<file path="config.mk">
export PLATFORM = sky130hd
export DESIGN_NAME = ifr1_responder
export DESIGN_NICKNAME = d
export VERILOG_FILES = /design/src/rtl/ifr1_pkg.sv /design/src/rtl/ifr1_idle_meter.sv /design/src/rtl/ifr1_sym_timer.sv /design/src/rtl/ifr1_responder.sv
export SDC_FILE = /design/constraint.sdc
export NUM_CORES = 1
export LEC_CHECK = 0
export CAP_MARGIN = 20
export CORE_MARGIN = 2
export CORE_UTILIZATION = 50
export CTS_BUF_LIST = sky130_fd_sc_hd__clkbuf_8
export DETAILED_ROUTE_END_ITERATION = 10
export PLACE_DENSITY_LB_ADDON = 0.12
export SETUP_SLACK_MARGIN = 0.5
export SLEW_MARGIN = 20
export SYNTH_ARGS = -nofsm -noshare
export SYNTH_HDL_FRONTEND = slang
export SYNTH_SLANG_ARGS = --single-unit
</file>
<file path="constraint.sdc">
create_clock -name clk -period 2.5 [get_ports clk]
set_input_delay 0.75 -clock clk [delete_from_list [all_inputs] [get_ports clk]]
set_output_delay 0.75 -clock clk [all_outputs]
set_load 0.05 [all_outputs]
</file>
<file path="src/rtl/ifr1_pkg.sv">
package ifr1_pkg;
    typedef enum logic [2:0] {
        S_IDLE,
        S_ARMED,
        S_WINDOW,
        S_NB1,
        S_DATA,
        S_EOF
    } ifr_state_e;
endpackage

</file>
<file path="src/rtl/ifr1_idle_meter.sv">
// Counts consecutive passive bus cycles and flags the EOD points.
module ifr1_idle_meter #(
    parameter int MIN_CYC = 163,
    parameter int NOM_CYC = 200,
    parameter int W       = 8
) (
    input  logic clk,
    input  logic rst_n,
    input  logic bus_rx,
    output logic eod_past,
    output logic eod_min,
    output logic eod_nom
);
    logic [W-1:0] pcnt;

    always_ff @(posedge clk or negedge rst_n) begin
        if (!rst_n)                     pcnt <= '0;
        else if (bus_rx)                pcnt <= '0;
        else if (pcnt != W'(NOM_CYC))   pcnt <= pcnt + 1'b1;
    end

    always_comb begin
        eod_past = !bus_rx && (pcnt >= W'(MIN_CYC - 1));
        eod_min  = !bus_rx && (pcnt == W'(MIN_CYC - 1));
        eod_nom  = !bus_rx && (pcnt == W'(NOM_CYC - 1));
    end
endmodule

</file>
<file path="src/rtl/ifr1_sym_timer.sv">
// Free-running symbol timer; restart zeroes it, last marks the final cycle.
module ifr1_sym_timer #(
    parameter int W = 10
) (
    input  logic         clk,
    input  logic         rst_n,
    input  logic         restart,
    input  logic [W-1:0] len,
    output logic         last
);
    logic [W-1:0] cnt;

    always_ff @(posedge clk or negedge rst_n) begin
        if (!rst_n)       cnt <= '0;
        else if (restart) cnt <= '0;
        else              cnt <= cnt + 1'b1;
    end

    assign last = (cnt == len - 1'b1);
endmodule

</file>
<file path="src/rtl/ifr1_responder.sv">
module ifr1_responder
    import ifr1_pkg::*;
#(
    parameter int          TICKS_PER_US = 4,
    parameter int          EOD_MIN_US   = 163,
    parameter int          EOD_NOM_US   = 200,
    parameter int          SHORT_US     = 64,
    parameter int          LONG_US      = 128,
    parameter int          EOF_US       = 280,
    parameter int          OPW          = 4,
    parameter int          CNTW         = 4,
    parameter int          ERRW         = 5,
    parameter int          AW           = 8,
    parameter logic [3:0]  IFR1_OP      = 4'h6
) (
    input  logic            clk,
    input  logic            rst_n,
    input  logic            bus_rx,
    input  logic            sof,
    input  logic            op_wr,
    input  logic [OPW-1:0]  op_code,
    input  logic [CNTW-1:0] req_count,
    input  logic [CNTW-1:0] rx_byte_cnt,
    input  logic [ERRW-1:0] rx_err,
    input  logic [AW-1:0]   phys_addr,
    input  logic            irq_en,
    output logic            tx_out,
    output logic            tx_ready,
    output logic            lost_flag,
    output logic            irq,
    output logic            ifr_done
);
    localparam int MIN_CYC  = EOD_MIN_US * TICKS_PER_US;
    localparam int NOM_CYC  = EOD_NOM_US * TICKS_PER_US;
    localparam int SHORT_CYC = SHORT_US * TICKS_PER_US;
    localparam int LONG_CYC = LONG_US * TICKS_PER_US;
    localparam int EOF_CYC  = EOF_US * TICKS_PER_US;
    localparam int MAXSYM   = (EOF_CYC > LONG_CYC) ? EOF_CYC : LONG_CYC;
    localparam int CW       = $clog2(MAXSYM + 1);
    localparam int PW       = $clog2(NOM_CYC + 1);
    localparam int BW       = $clog2(AW);

    ifr_state_e     state, nxt;
    logic [BW-1:0]  bit_idx;
    logic [AW-1:0]  addr_q;
    logic           eod_past, eod_min, eod_nom;
    logic           restart, sym_last;
    logic [CW-1:0]  sym_len;
    logic           arm, start, drop, lose, finish, bit_step;
    logic           rx_ok, cur_bit, lvl_act;

    ifr1_idle_meter #(.MIN_CYC(MIN_CYC), .NOM_CYC(NOM_CYC), .W(PW)) u_meter (
        .clk(clk), .rst_n(rst_n), .bus_rx(bus_rx),
        .eod_past(eod_past), .eod_min(eod_min), .eod_nom(eod_nom)
    );

    ifr1_sym_timer #(.W(CW)) u_timer (
        .clk(clk), .rst_n(rst_n), .restart(restart), .len(sym_len), .last(sym_last)
    );

    assign rx_ok   = (rx_byte_cnt == req_count) && (rx_err == '0);
    assign cur_bit = addr_q[AW-1-int'(bit_idx)];
    assign lvl_act = bit_idx[0];

    always_comb begin
        unique case (state)
            S_NB1:   sym_len = CW'(LONG_CYC);
            S_DATA:  sym_len = (cur_bit == lvl_act) ? CW'(LONG_CYC) : CW'(SHORT_CYC);
            S_EOF:   sym_len = CW'(EOF_CYC);
            default: sym_len = CW'(LONG_CYC);
        endcase
    end

    // Transition logic
    always_comb begin
        nxt = state; restart = 1'b0; arm = 1'b0; start = 1'b0; drop = 1'b0;
        lose = 1'b0; finish = 1'b0; bit_step = 1'b0;
        unique case (state)
            S_IDLE:
                if (op_wr && op_code == OPW'(IFR1_OP) && !eod_past) begin
                    nxt = S_ARMED; arm = 1'b1;
                end
            S_ARMED:
                if (sof) begin
                    nxt = S_IDLE; drop = 1'b1;
                end else if (eod_min) begin
                    if (rx_ok) nxt = S_WINDOW;
                    else begin nxt = S_IDLE; drop = 1'b1; end
                end
            S_WINDOW:
                if (sof) begin
                    nxt = S_IDLE; drop = 1'b1;
                end else if (bus_rx || eod_nom) begin
                    nxt = S_NB1; start = 1'b1; restart = 1'b1;
                end
            S_NB1:
                if (sym_last) begin nxt = S_DATA; restart = 1'b1; end
            S_DATA:
                if (!tx_out && bus_rx) begin
                    nxt = S_IDLE; lose = 1'b1;
                end else if (sym_last) begin
                    restart = 1'b1; bit_step = 1'b1;
                    if (bit_idx == BW'(AW - 1)) nxt = S_EOF;
                end
            S_EOF:
                if (sym_last) begin nxt = S_IDLE; finish = 1'b1; end
            default: nxt = S_IDLE;
        endcase
    end

    // State register
    always_ff @(posedge clk or negedge rst_n) begin
        if (!rst_n) begin
            state     <= S_IDLE;
            bit_idx   <= '0;
            addr_q    <= '0;
            tx_ready  <= 1'b1;
            lost_flag <= 1'b0;
            irq       <= 1'b0;
            ifr_done  <= 1'b0;
        end else begin
            state    <= nxt;
            irq      <= lose && irq_en;
            ifr_done <= finish;
            if (arm)               tx_ready <= 1'b0;
            else if (start || drop) tx_ready <= 1'b1;
            if (arm)               lost_flag <= 1'b0;
            else if (lose)         lost_flag <= 1'b1;
            if (start) begin
                addr_q  <= phys_addr;
                bit_idx <= '0;
            end else if (bit_step) begin
                bit_idx <= bit_idx + 1'b1;
            end
        end
    end

    // Output decode
    always_comb begin
        unique case (state)
            S_NB1:   tx_out = 1'b1;
            S_DATA:  tx_out = lvl_act;
            default: tx_out = 1'b0;
        endcase
    end

    assert_arm_clears_ready_R1: assert property (@(posedge clk) disable iff (!rst_n)
        (state == S_IDLE && op_wr && op_code == OPW'(IFR1_OP) && !eod_past) |=> !tx_ready);

    assert_late_write_ignored_R2: assert property (@(posedge clk) disable iff (!rst_n)
        (state == S_IDLE && eod_past) |=> state != S_ARMED);

    assert_start_sets_ready_R7: assert property (@(posedge clk) disable iff (!rst_n)
        (state == S_WINDOW && !sof && (bus_rx || eod_nom)) |=> (tx_ready && tx_out));

    assert_lost_goes_passive_R8: assert property (@(posedge clk) disable iff (!rst_n)
        (state == S_DATA && !tx_out && bus_rx) |=> (!tx_out && lost_flag && state == S_IDLE));

    assert_irq_implies_flag_R8: assert property (@(posedge clk) disable iff (!rst_n)
        irq |-> lost_flag);

    assert_done_after_eof_R9: assert property (@(posedge clk) disable iff (!rst_n)
        $rose(ifr_done) |-> ($past(state) == S_EOF && state == S_IDLE));

    assert_sof_cancels_R10: assert property (@(posedge clk) disable iff (!rst_n)
        ((state == S_ARMED || state == S_WINDOW) && sof) |=> (state == S_IDLE && tx_ready));
endmodule

</file>
# Word level (Yosys, flattened, before mapping)
# Index checks and enable logic that the tools add are counted.
# classes
n_addsub,5
mul,0
div_mod_pow,0
order_cmp,2
eq_ne,20
n_shift,0
mux,44
bitwise_logic,0
n_reduce_logical,20
# op_table
operator,n
$mux 3,12
$mux 10,3
$pmux 11 s2,1
$mux 1,21
$eq 10x10->1 const B,2
$pmux 3 s6,1
$ne 3x3->1 const B,4
$add 11x1->11 const B,1
$eq 11x11->1,1
$mux 11,1
$sub 11x1->11 const B,1
$add 10x1->10 const B,1
$ge 10x10->1 const B,1
$ne 10x10->1 const B,1
$eq 3x3->1 const B,3
$logic_and 1x1->1,8
$reduce_bool 2->1,4
$reduce_and 7->1,1
$eq 3x2->1 const B,2
$ne 2x2->1 const B,3
$logic_not 5->1,1
$lt 4x5->1 const B,1
$eq 4x3->1 const B,1
$eq 4x4->1,1
11 further kinds,15
# word_totals
regBits,39
latch_bits,0
mem_bits_rw,0
mem_bits_ro,0
in_bits,31
output_inout_bits,5
n_memories,0

# Depth between registers and ports, before layout
# depth
depth_word,14
ltp_mapped,11

# By module
# From an unflattened synthesis, not the netlist that was laid out.
# unflattened
cells_unflattened,271
area_unflattened_um2,2575.0
# by_module_without_submodules
mod,n_inst,cells_each,area_per_inst_um2,seq_area_each_um2
ifr1_responder,1,98,1076.0,451.7
ifr1_sym_timer,1,104,882.1,275.3
ifr1_idle_meter,1,69,616.8,250.2

# Worst setup path after synthesis
# Ideal clock, no wire load.
# synth_path
path_type,flip-flop to flip-flop
from,reg bit_idx[2]
to,reg state[1]
setup_ns,0.125
arrival_time_ns,2.403
setup_slack_ns,-0.027
stages_incl_launch_ff,11
synth_period_minus_slack_ns,2.527
cell_sequence,dfrtp_1 -> mux2_2 -> o32ai_2 -> o31ai_1 -> ha_1 -> xor2_1 -> nand3_1 -> a21oi_4 -> o21ai_2 -> a21oi_2 -> mux2_2
# synth_between
elab_chain_len,11
# synth_rtl
item,line,source
start: declaration,ifr1_responder.sv:44,logic [BW-1:0] bit_idx;
start signal: assignment,ifr1_responder.sv:133,bit_idx <= bit_idx + 1'b1;
$sub 3x3->4,ifr1_responder.sv:62,assign cur_bit = addr_q[AW-1-int'(bit_idx)];
$bmux 1 s3,ifr1_responder.sv:62,
$mux 1 (not written as such) (2 in a row),ifr1_responder.sv:62,
$eq 1x1->1,ifr1_responder.sv:68,S_DATA: sym_len = (cur_bit == lvl_act) ? CW'(LONG_CYC) : CW'(SHORT_CYC);
$mux 10,ifr1_responder.sv:68,
$pmux 11 s2,ifr1_responder.sv:66,unique case (state)
$sub 11x1->11,ifr1_sym_timer.sv:19,assign last = (cnt == len - 1'b1);
$eq 11x11->1,ifr1_sym_timer.sv:19,
$ne 3x3->1 (no line) / $ne 2x2->1 (equally long branches),n/a,
$reduce_and 7->1 (no line) (*),n/a,
end signal: assignment,ifr1_responder.sv:122,state <= nxt;
end: declaration,ifr1_responder.sv:43,"ifr_state_e state, nxt;"
# Mark *: on every way between the ends. The rest lies on a longest branch, timed or not. The select of a mux whose other input is x is not followed.
# A chain may end at the register's enable or synchronous reset.

# Worst setup path in the final report
# layout_path
from,reg bit_idx[2]
to,reg bit_idx[1]
# layout_between
elab_chain_len,13
# layout_rtl
item,line,source
$sub 3x3->4,ifr1_responder.sv:62,
$bmux 1 s3,ifr1_responder.sv:62,
$mux 1 (not written as such) (2 in a row),ifr1_responder.sv:62,
$eq 1x1->1,ifr1_responder.sv:68,
$mux 10,ifr1_responder.sv:68,
$pmux 11 s2,ifr1_responder.sv:66,
$sub 11x1->11,ifr1_sym_timer.sv:19,
$eq 11x11->1,ifr1_sym_timer.sv:19,
$mux 1,ifr1_responder.sv:101,end else if (sym_last) begin
$mux 1,ifr1_responder.sv:99,if (!tx_out && bus_rx) begin
$mux 1,ifr1_responder.sv:78,unique case (state)
$reduce_bool 2->1 (no line),n/a,
# Every way passes these cells. The select of a mux whose other input is x is not followed.

==> results by group <==
CTS
  • H-tree depth: 2
  • CTS clk-pin slew, worst paths: 70 ps
  • CTS tree: done
  • Num CTS Buffers: 5
  • Clock buffer depth: 2
  • CTS Root Cell: clkbuf_8
  • Clock Latency Late Sink: 290 ps
  • Post-cts hold buffer count: 0
  • CTS sink count: 39

Detailed routing
  • Metal3 WL: 137 um
  • Top Layer Used: met4
  • Vias per cell: 5.39
  • First-pass DRT Iterations: 4
  • Final WL: 4730 um
  • Via count: 1811
  • DR WL/cell: 14.1 um
  • Post-route ant nets: 0
  • Met1 WL: 2170 um
  • DR DRC count: 0
  • Met2 wire len: 2370 um
  • 1st-iter DRT viols: 94

Yosys
  • Cells after Synth: 218
  • FFs w/ async S/R, synth: 1.00
  • Synth Warn #: 0
  • Yosys reg bits: 39
  • Post-synth top cells: dfrtp_1 (38), nor2_1 (31), nand2_1 (13)
  • Primary FF master, synth: dfrtp_1
  • Yosys top cell by area: dfrtp_1
  • Number of synthesized flops with an enable pin: 0
  • Syn Nets: 255
  • Synthesized area per cell: 10.4 um^2
  • Area share of the largest cell type after synthesis: 0.420
  • Post-synthesis sequential area ratio: 0.432
  • Mapped Area: 2260 um^2
  • Synth top area cells: dfrtp_1 (42%), nor2_1 (5.1%), mux2_2 (5.0%)
  • Synth unique cells: 51
  • Most numerous cell in the Yosys netlist: dfrtp_1

Place
  • HPWL Detailed: 3380 um
  • Port bufs: 35
  • Pre-CTS WS: -225 ps
  • Post-DP Area: 2880 um^2
  • GP Congestion: 0.757
  • Placed cells: 325

Critical path
  • Slowest stage cell, crit path: dfrtp_1
  • CP required: 2680 ps
  • Worst Path Max Fanout: 3
  • CP endpoint kind: flip-flop
  • R2R cell count: 10
  • CP cell instances: mux2_4, o32ai_4, o31ai_2, ha_1, xor2_1, nand3_1, a21oi_4, o21a_4, nand3_4, mux2_4
  • CP max stage delay: 410 ps
  • Most used cell, CP: mux2_4
  • Worst r2r dst: bit_idx[1]
  • Critical path class: reg2reg
  • Worst r2r src: bit_idx[2]
  • R2r setup slk: 4 ps
  • CP Data Arrival Time: 2670 ps
  • Startpoint types: flip-flop

Power
  • Int Power: 0.00127 W
  • Lkg Pwr: 1.34 nW
  • Pwr dens: 645 nW/um^2
  • Flop pwr share: 0.380
  • Net switching share of the total power: 0.356
  • Peak supply drop: 320 uV
  • Power share of the clock group: 0.200
  • Comb power frac: 0.420
  • Net Sw Power: 0.000705 W

STA
  • Tcrit/Tclk final: 0.999
  • Min Clock Period, post-route: 2500 ps
  • RSZ-0062 raised after global routing: true
  • Fin. Hold Viols: 0
  • Clock skew: 3.95 ps
  • F_max: 401 MHz
  • Final Setup Violations: 0
  • TNS Setup: 0 ps
  • Measured slew at the worst slew-check pin: 592 ps
  • Slew HR: 0.602
  • Final slew viol count: 0
  • Worst setup margin: 3.70 ps

Min path
  • Hold WC Path Type: reg2reg
  • Hold Path Stages: 1
  • Min-Delay Endpoint: u_timer.cnt[0]
  • Hold Path Origin: u_timer.cnt[0]

Die
  • Initial Util: 0.520
  • Core footprint: 4350 um^2
  • Die width: 71.3 um
  • Die Y: 71.3 um
  • Ports: 36
  • Die area: 5080 um^2
  • Core Rows: 24

Global routing
  • Largest net degree at the start of global routing: 40
  • Initial antenna violation count: 0
  • First-pass GRT wire length: 8180 um
  • Number of global-route vias before repair: 1875
  • Global Route Usage Sum: 0.201
  • Overflow left after global routing: 0

Outcome
  • Run status: finished clean

Finish
  • Non-Filler Instances: 336
  • # diodes: 0
  • Synth-to-layout area growth: 35.7%
  • Fin area: 3070 um^2
  • Layout net count: 322
  • Final Util: 0.705
  • Share of cells above drive strength 1: 0.268

Flow run
  • Max-cap violations: 0
kinds of logic (layout without fill, tap and decap cells):
group	Yosys count	after routing	share of synthesized area
flip-flops	39	39	0.432
multiplexers	16	16	0.0830
AO/OA/AOI/OAI	26	26	0.0996
XOR/XNOR	23	23	0.0890
buffers and inverters	10	76	0.0194
AND/OR/NAND/NOR	98	98	0.244
adder cells (fa/ha/maj)	6	6	0.0332
flip-flops by register name, indices dropped and copies added (netlist names), 3 cells and up:
name	count
addr_q	8
u_timer.cnt	11
state	3
u_meter.pcnt	10
bit_idx	3
worst max-delay path, delay by kind of cell (launching register included):
kind / cells / cell delay [ps]
AND/OR/NAND/NOR: 2 / 220
AO/OA/AOI/OAI: 4 / 670
multiplexers: 2 / 630
adder cells (fa/ha/maj): 1 / 300
flip-flops: 1 / 410
XOR/XNOR: 1 / 140
worst max-delay path by stage:
stage                          start         end  slack, ps  depth (start not counted)
after floorplan           bit_idx[2]    state[1]        -20                         10
after global placement    op_code[0]    state[1]       -170                          7
after detailed placement      bus_rx    state[1]       -230                          7
after CTS                 bit_idx[2]    state[1]        -80                         10
after global routing      bit_idx[2]    state[1]       -160                         11
final                     bit_idx[2]  bit_idx[1]          4                         10
metrics by stage:
step           hold slack (ps)  total power [W]
5_1_grt                    481          0.00210
3_3_place_gp               446          0.00155
3_5_place_dp               450          0.00156
4_1_cts                    459          0.00199
6_report                   460          0.00198
2_1_floorplan              422          0.00125
final cells by class:
| type | count | area, um^2 |
|---|---|---|
| Multi-Input combinational cell | 169 | 1330 |
| Clock inverter | 1 | 7.51 |
| Fill cell | 328 | 1280 |
| Tap cell | 52 | 65.1 |
| Inverter | 6 | 22.5 |
| Timing Repair Buffer | 64 | 601 |
| Sequential cell | 39 | 980 |
| Clock buffer | 5 | 68.8 |
per-layer routing:
metal | global-route usage | vias up
li1 | - | 902
met1 | 0.260 | 876
met2 | 0.338 | 28
met3 | 0.0478 | 5
met4 | 0.0566 | 0
met5 | 0 | -
layout by cell type (no fill, tap or decap), types with 4 or more instances in the layout:
master and n:
dfrtp_1 36, clkdlybuf4s50_1 28, nor2_1 27, buf_4 24, nand2_1 13, xor2_1 11, xnor2_1 11, nand3_1 8
mux2_2 8, nor2b_1 7, inv_1 6, and3_1 5, mux2_4 5, ha_1 5, clkbuf_8 5, nor3_1 4
nand2b_1 4, nand4_1 4, nor2_2 4, buf_6 4
power groups by stage:
stage,Sequential [W],Combinational (W),Clock (W)
finish,0.000752,0.000833,0.000396
global route,0.000761,0.000907,0.000432
CTS,0.000749,0.000833,0.000412
detailed placement,0.000762,0.000795,0
global placement,0.000760,0.000788,0
floorplan,0.000820,0.000435,0
what timing repair did:
item / 4_1_cts / 5_1_grt
buffers inserted: 2 / 3
setup endpoints to repair: 32 / 29
resized for setup: 18 / 9
pin swaps: 6 / 8
(Power assumes the default switching activity.)
